--- src/rtl/iaf_pkg.sv ---
package iaf_pkg;
    localparam int SMP_W   = 24;
    localparam int NCH     = 22;
    localparam int CTRL_W  = 48;
    localparam int QW      = 32;
    localparam int FRAME_W = NCH * SMP_W;
    localparam int BODY_W  = CTRL_W + FRAME_W;
    localparam int LEN_W   = 10;
    localparam int DBC_W   = 8;
    localparam int OFF_W   = 12;
    localparam int CYC_W   = 13;
    localparam int OFF_MOD = 3072;
    localparam int CYC_MOD = 8000;

    localparam logic [5:0]  CIP_FMT = 6'h02;
    localparam logic [7:0]  CIP_FDF = 8'h22;
    localparam logic [15:0] CIP_SYT = 16'hFFFF;

    localparam logic [1:0] RATE_1X = 2'd0;
    localparam logic [1:0] RATE_2X = 2'd1;
    localparam logic [1:0] RATE_4X = 2'd2;

    typedef enum logic [2:0] {
        ST_IDLE, ST_HDR0, ST_HDR1, ST_WAIT, ST_BODY
    } fr_state_e;

    typedef struct packed {
        logic [7:0]       dbs;
        logic [5:0]       nblk;
        logic [OFF_W-1:0] inc;
    } rate_cfg_t;

    function automatic rate_cfg_t cfg_of(input logic [1:0] m);
        rate_cfg_t c;
        case (m)
            RATE_2X: c = '{dbs: 8'h10, nblk: 6'd16, inc: 12'd256};
            RATE_4X: c = '{dbs: 8'h09, nblk: 6'd32, inc: 12'd128};
            default: c = '{dbs: 8'h13, nblk: 6'd8,  inc: 12'd512};
        endcase
        return c;
    endfunction

    function automatic logic [BODY_W-1:0] pack_body(
        input logic [1:0]         m,
        input logic [CTRL_W-1:0]  ctrl,
        input logic [FRAME_W-1:0] fr
    );
        logic [BODY_W-1:0] b;
        b = '0;
        b[BODY_W-1 -: CTRL_W] = ctrl;
        for (int i = 0; i < NCH; i++) begin
            if (m == RATE_4X) begin
                if (i >= 2 && i < 10)
                    b[BODY_W-CTRL_W-SMP_W*(i-1) +: SMP_W] = fr[SMP_W*i +: SMP_W];
            end else if (m == RATE_2X) begin
                if (i < 18)
                    b[BODY_W-CTRL_W-SMP_W*(i+1) +: SMP_W] = fr[SMP_W*i +: SMP_W];
            end else begin
                b[BODY_W-CTRL_W-SMP_W*(i+1) +: SMP_W] = fr[SMP_W*i +: SMP_W];
            end
        end
        return b;
    endfunction
endpackage

--- src/rtl/iaf_stamp.sv ---
module iaf_stamp
    import iaf_pkg::*;
(
    input  logic                   clk,
    input  logic                   rst,
    input  logic                   load,
    input  logic [CYC_W+OFF_W-1:0] base,
    input  logic                   step,
    input  logic [OFF_W-1:0]       inc,
    output logic [QW-1:0]          sph
);
    logic [CYC_W-1:0] cyc_q;
    logic [OFF_W-1:0] off_q;
    logic [OFF_W:0]   sum;

    assign sum = {1'b0, off_q} + {1'b0, inc};

    always_ff @(posedge clk) begin
        if (rst) begin
            cyc_q <= '0;
            off_q <= '0;
        end else if (load) begin
            cyc_q <= base[CYC_W+OFF_W-1:OFF_W];
            off_q <= base[OFF_W-1:0];
        end else if (step) begin
            if (sum >= (OFF_W+1)'(OFF_MOD)) begin
                off_q <= OFF_W'(sum - (OFF_W+1)'(OFF_MOD));
                cyc_q <= (cyc_q == CYC_W'(CYC_MOD-1)) ? '0 : cyc_q + 1'b1;
            end else begin
                off_q <= sum[OFF_W-1:0];
            end
        end
    end

    assign sph = {{(QW-CYC_W-OFF_W){1'b0}}, cyc_q, off_q};
endmodule

--- src/rtl/iaf_cadence.sv ---
module iaf_cadence
    import iaf_pkg::*;
#(
    parameter int EMPTY_PERIOD = 4
) (
    input  logic             clk,
    input  logic             rst,
    input  logic             start,
    input  logic             full_done,
    input  logic [5:0]       nblk,
    output logic             is_empty,
    output logic [DBC_W-1:0] dbc
);
    localparam int PC_W = (EMPTY_PERIOD > 2) ? $clog2(EMPTY_PERIOD) : 1;

    logic [PC_W-1:0] pcnt;

    assign is_empty = (pcnt == PC_W'(EMPTY_PERIOD-1));

    always_ff @(posedge clk) begin
        if (rst) begin
            pcnt <= '0;
            dbc  <= '0;
        end else begin
            if (start)
                pcnt <= is_empty ? '0 : pcnt + 1'b1;
            if (full_done)
                dbc <= dbc + DBC_W'(nblk);
        end
    end
endmodule

--- src/rtl/iaf_shifter.sv ---
module iaf_shifter
    import iaf_pkg::*;
(
    input  logic              clk,
    input  logic              rst,
    input  logic              load,
    input  logic [BODY_W-1:0] body_in,
    input  logic              shift,
    output logic [QW-1:0]     head
);
    logic [BODY_W-1:0] body_q;

    always_ff @(posedge clk) begin
        if (rst)
            body_q <= '0;
        else if (load)
            body_q <= body_in;
        else if (shift)
            body_q <= body_q << QW;
    end

    assign head = body_q[BODY_W-1 -: QW];
endmodule

--- src/rtl/iso_audio_framer.sv ---
module iso_audio_framer
    import iaf_pkg::*;
#(
    parameter logic [5:0] SRC_ID       = 6'd2,
    parameter int         EMPTY_PERIOD = 4
) (
    input  logic               clk,
    input  logic               rst,
    input  logic [1:0]         rate_mode,
    input  logic               pkt_go,
    input  logic [24:0]        cycle_time,
    input  logic               smp_valid,
    output logic               smp_ready,
    input  logic [FRAME_W-1:0] smp_frame,
    input  logic               midi_valid,
    input  logic [7:0]         midi_byte,
    output logic               midi_ack,
    output logic               out_valid,
    output logic [QW-1:0]      out_data,
    output logic               out_sop,
    output logic               out_eop,
    output logic [LEN_W-1:0]   out_len
);
    fr_state_e        st;
    logic [1:0]       mode_q;
    logic             empty_q;
    logic             midi_q;
    logic [7:0]       midi_b_q;
    logic [5:0]       blk_idx;
    logic [4:0]       qidx;
    rate_cfg_t        cfg;
    logic             cad_empty;
    logic [DBC_W-1:0] dbc;
    logic [QW-1:0]    sph;
    logic [QW-1:0]    head;
    logic [CTRL_W-1:0] ctrl;
    logic             pkt_accept, blk_accept, last_q, last_blk;
    logic             stamp_step, full_done;
    logic [LEN_W-1:0] full_len;

    assign cfg        = cfg_of(mode_q);
    assign pkt_accept = (st == ST_IDLE) && pkt_go;
    assign blk_accept = (st == ST_WAIT) && smp_valid;
    assign last_q     = (st == ST_BODY) && (qidx == 5'(cfg.dbs - 8'd2));
    assign last_blk   = (blk_idx == cfg.nblk - 6'd1);
    assign stamp_step = last_q && !last_blk;
    assign full_done  = last_q && last_blk;
    assign smp_ready  = (st == ST_WAIT);
    assign full_len   = LEN_W'(2) + LEN_W'(cfg.nblk) * LEN_W'(cfg.dbs);
    assign ctrl       = (midi_q && blk_idx == '0) ? {8'h01, 8'h00, midi_b_q, 24'h0}
                                                  : '0;

    iaf_stamp u_stamp (
        .clk(clk), .rst(rst), .load(pkt_accept), .base(cycle_time),
        .step(stamp_step), .inc(cfg.inc), .sph(sph)
    );

    iaf_cadence #(.EMPTY_PERIOD(EMPTY_PERIOD)) u_cad (
        .clk(clk), .rst(rst), .start(pkt_accept), .full_done(full_done),
        .nblk(cfg.nblk), .is_empty(cad_empty), .dbc(dbc)
    );

    iaf_shifter u_shift (
        .clk(clk), .rst(rst), .load(blk_accept),
        .body_in(pack_body(mode_q, ctrl, smp_frame)),
        .shift(st == ST_BODY), .head(head)
    );

    always_ff @(posedge clk) begin
        if (rst) begin
            st        <= ST_IDLE;
            mode_q    <= RATE_1X;
            empty_q   <= 1'b0;
            midi_q    <= 1'b0;
            midi_b_q  <= '0;
            blk_idx   <= '0;
            qidx      <= '0;
            midi_ack  <= 1'b0;
            out_valid <= 1'b0;
            out_data  <= '0;
            out_sop   <= 1'b0;
            out_eop   <= 1'b0;
            out_len   <= '0;
        end else begin
            midi_ack  <= 1'b0;
            out_valid <= 1'b0;
            out_sop   <= 1'b0;
            out_eop   <= 1'b0;
            out_len   <= '0;
            case (st)
                ST_IDLE: if (pkt_go) begin
                    mode_q   <= rate_mode;
                    empty_q  <= cad_empty;
                    midi_q   <= midi_valid && !cad_empty;
                    midi_b_q <= midi_byte;
                    midi_ack <= midi_valid && !cad_empty;
                    st       <= ST_HDR0;
                end
                ST_HDR0: begin
                    out_valid <= 1'b1;
                    out_sop   <= 1'b1;
                    out_len   <= empty_q ? LEN_W'(2) : full_len;
                    out_data  <= {2'b00, SRC_ID, cfg.dbs, 2'b00, 3'b000,
                                  1'b1, 2'b00, dbc};
                    st        <= ST_HDR1;
                end
                ST_HDR1: begin
                    out_valid <= 1'b1;
                    out_eop   <= empty_q;
                    out_data  <= {2'b10, CIP_FMT, CIP_FDF, CIP_SYT};
                    blk_idx   <= '0;
                    st        <= empty_q ? ST_IDLE : ST_WAIT;
                end
                ST_WAIT: if (smp_valid) begin
                    out_valid <= 1'b1;
                    out_data  <= sph;
                    qidx      <= '0;
                    st        <= ST_BODY;
                end
                ST_BODY: begin
                    out_valid <= 1'b1;
                    out_data  <= head;
                    if (last_q) begin
                        if (last_blk) begin
                            out_eop <= 1'b1;
                            st      <= ST_IDLE;
                        end else begin
                            blk_idx <= blk_idx + 1'b1;
                            st      <= ST_WAIT;
                        end
                    end else begin
                        qidx <= qidx + 1'b1;
                    end
                end
                default: st <= ST_IDLE;
            endcase
        end
    end
endmodule

--- config.mk ---
export PLATFORM = sky130hd
export DESIGN_NAME = iso_audio_framer
export DESIGN_NICKNAME = d
export VERILOG_FILES = /design/src/rtl/iaf_pkg.sv /design/src/rtl/iaf_stamp.sv /design/src/rtl/iaf_cadence.sv /design/src/rtl/iaf_shifter.sv /design/src/rtl/iso_audio_framer.sv
export SDC_FILE = /design/constraint.sdc
export NUM_CORES = 2
export LEC_CHECK = 0
export ABC_AREA = 1
export ABC_CLOCK_PERIOD_IN_PS = 8400
export BUFFER_PORTS_ARGS = -buffer_cell sky130_fd_sc_hd__buf_4
export CORE_MARGIN = 1
export CORE_UTILIZATION = 62
export CTS_CLUSTER_DIAMETER = 80
export DETAILED_ROUTE_END_ITERATION = 6
export GPL_TIMING_DRIVEN = 0
export PLACE_DENSITY = 0.86
export SLEW_MARGIN = 20
export SYNTH_ARGS = -nofsm -noshare
export SYNTH_HDL_FRONTEND = slang
export SYNTH_HIERARCHICAL = 1
export SYNTH_SLANG_ARGS = --single-unit
--- constraint.sdc ---
create_clock -name clk -period 8.4 [get_ports clk]
set_clock_uncertainty 0.1 [all_clocks]
set_input_delay 0.84 -clock clk [delete_from_list [all_inputs] [get_ports clk]]
set_output_delay 0.84 -clock clk [all_outputs]
set_load 0.02 [all_outputs]
==> metrics <==
power share of the sequential group 0.399; Layout Nets 7835; maxcap violations 0; Final Hold Vio Count 0; setup TNS 0 ns; area grow syn2layout 21.36%; Core Box Area around 0.062 sq mm; Leakage 26.94 nW; worst-margin pin slew around 1.2 ns; drt wl/cell 18.55 um; final setup fails 0; number of synthesized flops with an enable pin 0; dpl ws around 4.8 ns; Clock Sinks 679; Die Area 0.06363 sq mm; Max transition margin 0.2184; post-synthesis sequential area ratio 0.3501; Clk network pwr share 0.386; register bit total from synthesis between 600 and 700; final worst path period share 0.4353; Die Y 252.3 um; Post-synth ARST share 0; Final Wtd Congestion 1.105; synth warn 6; post-route setup slack 4.744 ns; crit-path max FO 10; Power Density 182.0 mW/mm^2; CP Capture Type register; 1st-iter DRT viols 5948; Distinct cells, synth 49; synthesized area around 0.039 sq mm; Routed Antenna Nets 0; Worst setup SP type register; P_int ~6 mW; CTS resizes 0; vias in the first global route approximately 41000; reg2reg start mode_q[0]$_SDFFE_PP0P_; HPWL Detailed 118200 um; Avg Synthesized Cell Area 5.983 sq um; hold path startpoint midi_b_q[2]$_SDFFE_PP0P_; Hold Path Sink midi_b_q[2]$_SDFFE_PP0P_; clock-pin slew on the worst setup and hold paths 0.06 ns; WL final 150800 um; count of input and output buffers 612; hold path depth 2; Rows 91; Crit path arrival time roughly 4.0 ns; drt first pass iters 7; vias per cell 5.557; CTS Root Cell clkbuf_16; Horiz. Die Dim roughly 250 um; Worst-Skew Late Latency 0.63 ns; initial antenna violation count 3; Comb pwr share 0.215; Sw Share 0.3132; net switching power between 2 and 3 mW; Seq. cell area approximately 0.014 sq mm; # Post-CTS Setup Buffers 0; total congestion overflow 0; Critical Path RT between 8 and 9 ns; worst vdd ir 0.1670 mV; TritonCTS clock tree done; FMAX 273.5 MHz; Num CTS Buffers 73; multi-input gate area in the final layout 0.01924 sq mm; hold buffers post-CTS 0; filler instances 5040; R2R cell count 21; Cells after Synth 6490; Final Max Slew Viols 0; CTS Buffer Depth 3; starting density of the core 0.6280; Hold/Removal Path Class register to register; largest net degree at the start of global routing 15; drt drc 0; num ports just over 600; r2r setup slk 4.74 ns; Main synth FF type dfxtp_1; RSZ-0062 raised after global routing no; GRT Overall Usage 0.4542; outcome completed; via count 45170; first-pass GRT wire length ~220000 um; post-layout min period 3.656 ns; worst reg2reg path endpoint u_stamp/cyc_q[5]$_SDFFE_PP0P_; layout cells sized above 1 0.1512; H-tree depth 3; WS Path Type register to register
-- layout by cell type (no fill, tap or decap), types with 7 or more instances in the layout --
master / netlist / final
ha_1: 28 / 28
buf_4: 97 / 709
a21oi_1: 104 / 104
a31oi_1: 9 / 9
nand3_2: 14 / 14
nand3_1: 1165 / 1165
clkbuf_1: 159 / 169
a21oi_2: 12 / 12
o21ai_0: 225 / 225
a22o_1: 11 / 11
buf_6: 10 / 10
nand4_1: 9 / 9
buf_2: 188 / 188
inv_2: 11 / 11
clkinv_2: 0 / 14
clkbuf_8: 0 / 19
o21ai_2: 7 / 7
inv_1: 981 / 981
dfxtp_1: 679 / 679
buf_1: 24 / 24
conb_1: 2 / 62
clkbuf_16: 0 / 75
nand2_1: 2277 / 2277
nor2_1: 411 / 411
nand2_2: 10 / 10
-- critical path, stage by stage (launching register included) --
cell,delay [ns]
dfxtp_1,0.36
inv_1,0.10
ha_1,0.53
ha_1,0.36
nand2_1,0.13
inv_1,0.05
a21oi_1,0.20
nand4_1,0.15
nand2_2,0.15
ha_1,0.17
nand3_1,0.07
nor2_1,0.12
nand3_1,0.10
nor2_1,0.13
nand2_1,0.10
nor2_4,0.12
nand3_4,0.11
nand2_2,0.12
nand2_4,0.06
buf_12,0.17
nand3_2,0.06
a21oi_2,0.05
-- per-stage QoR --
stage | total power [mW] | instance area (sq um) | utilization | hold slack, ns | instances
after floorplan | 4.524 | 39050 | - | 0.3301 | 6550
after global placement | 5.217 | 44690 | 0.7229 | 0.3488 | 7999
after detailed placement | 5.250 | 44690 | 0.7229 | 0.3538 | 7999
after CTS | 8.485 | 47110 | 0.7620 | 0.3637 | 8127
after global routing | 8.825 | 47110 | 0.7620 | 0.3721 | 8127
final | 8.575 | 47120 | 0.7621 | 0.3678 | 8129
-- cell type report --
type,count,share of cell area
clock buffer,104,0.04618
sequential,679,0.2885
inverter,993,0.07916
clock inverter,24,0.005178
buffer,480,0.05292
timing repair buffer,612,0.09751
antenna,2,0.0001062
multi-input combinational,4398,0.4082
tap,837,0.02223
-- how the worst max path moves through the flow --
stage	from	end	slack, ns	cells after the start
finish	mode_q[0]$_SDFFE_PP0P_	u_stamp/cyc_q[5]$_SDFFE_PP0P_	4.74	21
CTS	mode_q[0]$_SDFFE_PP0P_	u_stamp/cyc_q[5]$_SDFFE_PP0P_	4.82	21
global route	mode_q[0]$_SDFFE_PP0P_	u_stamp/cyc_q[10]$_SDFFE_PP0P_	4.58	21
global placement	mode_q[0]$_SDFFE_PP0P_	u_stamp/cyc_q[8]$_SDFFE_PP0P_	4.92	21
floorplan	mode_q[0]$_SDFFE_PP0P_	u_stamp/cyc_q[10]$_SDFFE_PP0P_	5.36	21
detailed placement	mode_q[0]$_SDFFE_PP0P_	u_stamp/cyc_q[12]$_SDFFE_PP0P_	4.83	21
-- routing by layer --
layer | wire length [um] | part of all wire | GRT usage | up-vias
met1 | 53850 | 0.36 | 0.5337 | 20100
met4 | 13600 | 0.090 | 0.3552 | 4
met5 | 17 | 0.00011 | 0 | -
li1 | - | - | - | 21250
met2 | 66930 | 0.44 | 0.7281 | 3033
met3 | 16430 | 0.11 | 0.08929 | 785
-- power groups by stage --
stage | combinational, mW | sequential (mW) | clock [mW]
finish | 1.84 | 3.42 | 3.31
floorplan | 1.03 | 3.50 | 0
global placement | 1.73 | 3.49 | 0
CTS | 1.78 | 3.42 | 3.29
detailed placement | 1.76 | 3.49 | 0
global route | 1.97 | 3.43 | 3.42
-- cell usage after synthesis (all sizes together) (5+ instances only) --
cell type,n,area [sq um]
a22o,11,96.34
inv,993,3730
nand2,2291,8655
dfxtp,679,13590
nand3b,6,48.80
clkbuf,160,601.8
xor2,5,43.79
ha,28,350.3
buf,320,1892
nor2,418,1610
nand3,1183,6041
nand4,10,68.81
a31oi,9,56.30
a21oi,117,641.9
o21ai,233,1192
-- logic make-up (layout without fill, tap and decap cells) --
logic type,Yosys count,count (layout),synth area share
simple gates,3919,3919,0.4247
buf+inv,1473,2213,0.1603
flops,679,679,0.3501
compound gates,380,380,0.05311
fa+ha+maj,30,30,0.01005
xor+xnor,7,7,0.001579
other cells,2,64,0.0001934
-- sequential cells by signal, indices dropped and copies added (netlist names), 6 cells and up --
signal and flops:
u_shift/body_q 576, out_data 32, u_stamp/cyc_q 13, u_stamp/off_q 12, midi_b_q 8, u_cad/dbc 8, blk_idx 6, out_len 6
No activity file was read; power rests on OpenSTA's default activity.
